$ cat src/rtl/irqq_pkg.sv
// Package: shared cause-code encodings and widths for the interrupt reporter.
// Assumes an 8-bit control data path with the cause code in the low bits.
package irqq_pkg;
    localparam int CODE_W = 3;
    typedef logic [CODE_W-1:0] cause_t;
    localparam cause_t CAUSE_TX   = 3'b001;
    localparam cause_t CAUSE_RX   = 3'b010;
    localparam cause_t CAUSE_NONE = 3'b110;
    localparam logic [2:0] VEC_REG_IDX = 3'd2;
endpackage

$ cat src/rtl/irqq_fifo.sv
// Circular queue of cause codes.
// What it does: appends on push, removes the head on pop, and exposes the head and the occupancy.
// Assumes: a push into a full queue is dropped, even when a pop happens in the same cycle,
// and a pop on an empty queue does nothing. DEPTH need not be a power of two.
module irqq_fifo #(
    parameter int DEPTH = 4,
    parameter int W     = 3
) (
    input  logic                         clk,
    input  logic                         rst_n,
    input  logic                         push,
    input  logic [W-1:0]                 push_data,
    input  logic                         pop,
    output logic [W-1:0]                 head,
    output logic                         empty,
    output logic                         full,
    output logic [$clog2(DEPTH+1)-1:0]   count
);
    localparam int IDX_W = (DEPTH > 1) ? $clog2(DEPTH) : 1;
    localparam int CNT_W = $clog2(DEPTH+1);
    localparam logic [IDX_W-1:0] LAST_IDX = IDX_W'(DEPTH-1);
    localparam logic [CNT_W-1:0] FULL_CNT = CNT_W'(DEPTH);

    logic [W-1:0]     mem [DEPTH];
    logic [IDX_W-1:0] wr_idx, rd_idx;
    logic             do_push, do_pop;

    assign empty   = (count == '0);
    assign full    = (count == FULL_CNT);
    assign do_push = push && !full;
    assign do_pop  = pop && !empty;
    assign head    = mem[rd_idx];

    // Write the accepted cause into the tail slot.
    always_ff @(posedge clk) begin
        if (do_push) mem[wr_idx] <= push_data;
    end

    // Advance the indices with wrap and track the occupancy.
    always_ff @(posedge clk) begin
        if (!rst_n) begin
            wr_idx <= '0;
            rd_idx <= '0;
            count  <= '0;
        end else begin
            if (do_push) wr_idx <= (wr_idx == LAST_IDX) ? '0 : wr_idx + 1'b1;
            if (do_pop)  rd_idx <= (rd_idx == LAST_IDX) ? '0 : rd_idx + 1'b1;
            case ({do_push, do_pop})
                2'b10:   count <= count + 1'b1;
                2'b01:   count <= count - 1'b1;
                default: count <= count;
            endcase
        end
    end

    assert_no_overflow_R9: assert property (@(posedge clk) disable iff (!rst_n)
        count <= FULL_CNT);
    assert_push_fills_R2: assert property (@(posedge clk) disable iff (!rst_n)
        (push && !full) |=> !empty);
    assert_pop_drains_R7: assert property (@(posedge clk) disable iff (!rst_n)
        (pop && !empty && !push) |=> (count == $past(count) - 1'b1));
endmodule

$ cat src/rtl/irqq_chb.sv
// Channel B pointer port and vector base register.
// What it does: decodes pointer-based writes and reads, holds the vector base,
// and registers the read data.
// Assumes: a read takes priority over a write in the same cycle, and only register 2 is stored here.
module irqq_chb #(
    parameter int DATA_W = 8,
    parameter int CODE_W = 3
) (
    input  logic              clk,
    input  logic              rst_n,
    input  logic              wr,
    input  logic [DATA_W-1:0] wdata,
    input  logic              rd,
    input  logic [CODE_W-1:0] head,
    input  logic              empty,
    output logic [DATA_W-1:0] rdata,
    output logic              vec_read
);
    import irqq_pkg::*;
    localparam int BASE_W = DATA_W - CODE_W;

    logic [2:0]        ptr;
    logic [BASE_W-1:0] vec_base;
    logic [CODE_W-1:0] code_sel;

    assign vec_read = rd && (ptr == VEC_REG_IDX);
    assign code_sel = empty ? CAUSE_NONE : head;

    // Pointer sequencing and vector base loading.
    always_ff @(posedge clk) begin
        if (!rst_n) begin
            ptr      <= '0;
            vec_base <= '0;
        end else if (rd) begin
            ptr <= '0;
        end else if (wr) begin
            if (ptr == 3'd0) begin
                ptr <= wdata[2:0];
            end else begin
                if (ptr == VEC_REG_IDX) vec_base <= wdata[DATA_W-1:CODE_W];
                ptr <= '0;
            end
        end
    end

    // Register the read data: the merged vector or zero.
    always_ff @(posedge clk) begin
        if (!rst_n)        rdata <= '0;
        else if (vec_read) rdata <= {vec_base, code_sel};
        else if (rd)       rdata <= '0;
    end

    assert_ptr_reset_R5: assert property (@(posedge clk) disable iff (!rst_n)
        rd |=> (ptr == 3'd0));
    assert_zero_read_R5: assert property (@(posedge clk) disable iff (!rst_n)
        (rd && ptr != VEC_REG_IDX) |=> (rdata == '0));
endmodule

$ cat src/rtl/irqq_reporter.sv
// Queued interrupt vector reporter (top).
// What it does: queues cause codes, raises a level interrupt while any are queued,
// answers vector reads through channel B, and retires the head on end-of-interrupt.
// Assumes: a vector read and a retire of the last entry in the same cycle leave pending clear.
module irqq_reporter #(
    parameter int DEPTH  = 4,
    parameter int DATA_W = 8
) (
    input  logic              clk,
    input  logic              rst_n,
    input  logic              cause_push,
    input  logic [2:0]        cause_code,
    input  logic              b_wr,
    input  logic [DATA_W-1:0] b_wdata,
    input  logic              b_rd,
    input  logic              eoi,
    output logic [DATA_W-1:0] b_rdata,
    output logic              irq,
    output logic              int_pending
);
    import irqq_pkg::*;
    localparam int CNT_W = $clog2(DEPTH+1);

    cause_t           head;
    logic             empty, full, vec_read;
    logic [CNT_W-1:0] count;

    irqq_fifo #(.DEPTH(DEPTH), .W(CODE_W)) u_fifo (
        .clk(clk), .rst_n(rst_n), .push(cause_push), .push_data(cause_code),
        .pop(eoi), .head(head), .empty(empty), .full(full), .count(count)
    );

    irqq_chb #(.DATA_W(DATA_W), .CODE_W(CODE_W)) u_chb (
        .clk(clk), .rst_n(rst_n), .wr(b_wr), .wdata(b_wdata), .rd(b_rd),
        .head(head), .empty(empty), .rdata(b_rdata), .vec_read(vec_read)
    );

    assign irq = !empty;

    // Pending bit: set by a vector read of a waiting cause, cleared when the last cause retires.
    always_ff @(posedge clk) begin
        if (!rst_n)                                   int_pending <= 1'b0;
        else if (eoi && count == CNT_W'(1) && !cause_push) int_pending <= 1'b0;
        else if (vec_read && !empty)                  int_pending <= 1'b1;
    end

    assert_pending_clear_R8: assert property (@(posedge clk) disable iff (!rst_n)
        (eoi && count == CNT_W'(1) && !cause_push) |=> (!int_pending && !irq));
    assert_pending_set_R6: assert property (@(posedge clk) disable iff (!rst_n)
        (vec_read && !empty && !eoi) |=> int_pending);
endmodule

$ cat config.mk
export PLATFORM = sky130hd
export DESIGN_NAME = irqq_reporter
export DESIGN_NICKNAME = d
export VERILOG_FILES = /design/src/rtl/irqq_pkg.sv /design/src/rtl/irqq_fifo.sv /design/src/rtl/irqq_chb.sv /design/src/rtl/irqq_reporter.sv
export SDC_FILE = /design/constraint.sdc
export NUM_CORES = 1
export LEC_CHECK = 0
export ABC_CLOCK_PERIOD_IN_PS = 2650
export CAP_MARGIN = 20
export CORE_MARGIN = 2
export CORE_UTILIZATION = 52
export CTS_CLUSTER_DIAMETER = 150
export DETAILED_ROUTE_END_ITERATION = 7
export GPL_ROUTABILITY_DRIVEN = 1
export HOLD_SLACK_MARGIN = 0.03
export PLACE_DENSITY = 0.78
export SLEW_MARGIN = 20
export SYNTH_ARGS = -nofsm -noshare
export SYNTH_HDL_FRONTEND = slang
export SYNTH_SLANG_ARGS = --single-unit
$ cat constraint.sdc
create_clock -name clk -period 2.65 [get_ports clk]
set_input_delay 0.265 -clock clk [delete_from_list [all_inputs] [get_ports clk]]
set_output_delay 0.265 -clock clk [all_outputs]
set_load 0.01 [all_outputs]
==> out/results.txt <==
Post-synth EDFFs = 12
Setup Buffers After CTS = 0
DR vias = 1133
CTS Hold Bufs = 0
root buf cell = clkbuf_4
adder-cell share of the synthesized area = 0.0773
FMAX = 437 MHz
crit path buf inv count = 3
setup TNS = 0 ps
Combinational Power Share = 0.258
Pre-antenna DRT Iters = 4
Yosys Warn Count = 0
max incr delay on CP = 510 ps
Net Count, Synth = 175
main combinational cell family by area after synthesis = simple AND/OR/NAND/NOR gates
RSZ-0062 raised after global routing = no
Setup Skew = 3.70 ps
area share of the largest cell type after synthesis = 0.321
Yosys reg bits = 38
Via density = 5.34
cell row count = 20
Setup violations, final = 0
Synth cell types = 28
GPL Wtd Cong = 0.748
Sw Share = 0.299
Syn Area/Cell = 10.9 sq um
ratio of cells with drive above 1 in the final layout = 0.0670
synth-to-layout area growth = 21.3%
CP delay by family, top = buffers and inverters
Clk pwr share = 0.212
diode count = 0
total global routing track utilization = 0.185
worst endpoint required time = 2380 ps
final worst path period share = 0.863
Max-Cap Viols = 0
most used flip-flop cell after synthesis = dfxtp_1
status = finished clean
antenna violations before repair = 0
io pins = 27
Internal = 918 uW
drt drc = 0
Post-Synth XOR/XNOR Area = 0.0108
leakage power = 0.734 nW
final wirelength = 2830 um
CP Capture Type = output port
post-DP HPWL = 2170 um
Net Sw Power = 391 uW
Mapped Cells = 148
post-synthesis sequential area ratio = 0.544
Flop pwr share = 0.531
clock sink total = 38
worst-path fanout max = 7
class of the most critical setup path = flip-flop to output port
vias in the first global route = 1105
nets = 205
critical path startpoint = u_fifo.count[1]
first-pass GRT wire length = 4860 um
Die Wd = 59.8 um
Worst setup SP type = flip-flop
Max Slew Vio Count = 0
worst slew pin tran = 671 ps
endpoints failing hold = 0
synth top area cells = dfxtp_1, edfxtp_1, ha_1, a21oi_1, nor2b_1
Starting Density = 0.539
Hold WS = 484 ps
Die Ht = 59.8 um
Synth Area in Simple Gates = 0.175
CTS Buf Count = 5
worst hold start = u_chb.rdata[0]
TritonCTS clock tree = done
Hold Crit Class = flip-flop to flip-flop
Crit path top cell by count = inv_1
post_cts resized = 0
mux cell area share after synthesis = 0.0626
largest net degree at the start of global routing = 22
max-slew headroom at the worst pin = 0.552
DRT antenna net count = 0
reg2reg start = u_fifo.count[1]
compound-gate portion of the synthesized area = 0.102
Arr. time, crit path = 2020 ps
Clock Tree Buf Depth = 2
DR iter-0 viols = 36
die area = 0.00358 sq mm
PwrDens = 667 mW/mm^2
Routed WL per cell = 13.3 um
grt total ovfl = 0
PortBufs = 26
minimum clock period = 2290 ps
H-tree level count = 2
Clk Latency, worst-skew pair = 330 ps
area of the mapped netlist = 0.00162 sq mm
Post-synth ARST share = 0
CP Cell Sequence = inv_1 > ha_1 > nor2b_1 > inv_1 > clkdlybuf4s50_1
VDD IR-drop max = 0.456 mV
slowest library cell on the worst path = clkdlybuf4s50_1
Yosys top cell by area = dfxtp_1
Floorplan Core Area = 0.00300 sq mm
clock slew at reported path FFs = 110 ps
## Yosys cell counts, drive strengths merged, types with 2 or more instances
master / instances
dfxtp: 26
a21oi: 20
nor2: 14
edfxtp: 12
ha: 10
nor2b: 10
o21ai: 10
inv: 8
nand3: 7
nand2b: 5
and2: 4
clkbuf: 3
mux2i: 3
mux4: 3
nor4b: 2
xor2: 2
## metrics by stage
step	worst slack [ps]	instance area, sq um	instances	power (mW)	util
3_5_place_dp	565	1910	204	1.05	0.637
6_report	363	1960	212	1.31	0.654
5_1_grt	176	1960	212	1.40	0.654
2_1_floorplan	685	1620	148	0.927	-
3_3_place_gp	648	1910	204	1.02	0.637
4_1_cts	333	1960	212	1.32	0.654
## metal layers
layer	wire, um	up-vias	GRT usage
li1	-	581	-
met1	1290	530	0.235
met2	1400	18	0.307
met3	98	4	0.0411
met4	33	0	0.0667
met5	0	-	0
## worst register-to-register path: cells and delay by family, from the launching register on
| kind | cells | cell delay (ps) |
|---|---|---|
| flip-flops | 1 | 330 |
| buffers and inverters | 1 | 110 |
| adder cells (fa/ha/maj) | 2 | 540 |
| AO/OA/AOI/OAI | 1 | 140 |
| AND/OR/NAND/NOR | 3 | 860 |
## kinds of logic after synthesis
logic type	count (synthesis)
AO/OA/AOI/OAI	32
adder cells (fa/ha/maj)	10
buffers and inverters	12
AND/OR/NAND/NOR	48
XOR/XNOR	2
multiplexers	6
flip-flops	38
## cells in the final DEF, fill, tap and decap left out, types with 4 or more instances in the layout
cell type        count
nor2_1              14
clkdlybuf4s50_1     26
nor2b_1             10
inv_1                8
nand2b_1             5
dfxtp_1             26
clkbuf_4             5
ha_1                10
and2_1               4
edfxtp_1            12
nand3_1              7
o21ai_1              7
a21oi_1             20
## worst paths after layout
kind | end | slack (ps) | depth (start not counted)
worst min register to register | u_chb.rdata[0] | 480 | 2
worst max-delay path | irq | 360 | 5
worst max register to register | u_fifo.count[2] | 600 | 7
worst min-delay path | u_chb.rdata[0] | 480 | 2
## sequential cells by signal (all words and copies together) (netlist names), named ones only
name and flops:
u_fifo.rd_idx 2, u_fifo.mem 12, u_fifo.wr_idx 2, u_chb.vec_base 5, u_chb.ptr 3, u_fifo.count 3
u_chb.rdata 8, int_pending 1
## cell type report
cell class	instances	area (sq um)
Multi-Input combinational cell	98	692
Tap cell	33	41.3
Sequential cell	38	881
Timing Repair Buffer	27	268
Clock buffer	6	41.3
Clock inverter	2	10.0
Fill cell	256	1040
Inverter	8	30.0
## power by group through the flow
| stage | logic [mW] | clock network [mW] | registers [mW] |
|---|---|---|---|
| final | 0.337 | 0.277 | 0.695 |
| after global routing | 0.384 | 0.313 | 0.702 |
| after global placement | 0.320 | 0 | 0.704 |
| after CTS | 0.340 | 0.281 | 0.696 |
| after detailed placement | 0.338 | 0 | 0.710 |
| after floorplan | 0.228 | 0 | 0.700 |
(Power assumes the default switching activity.)
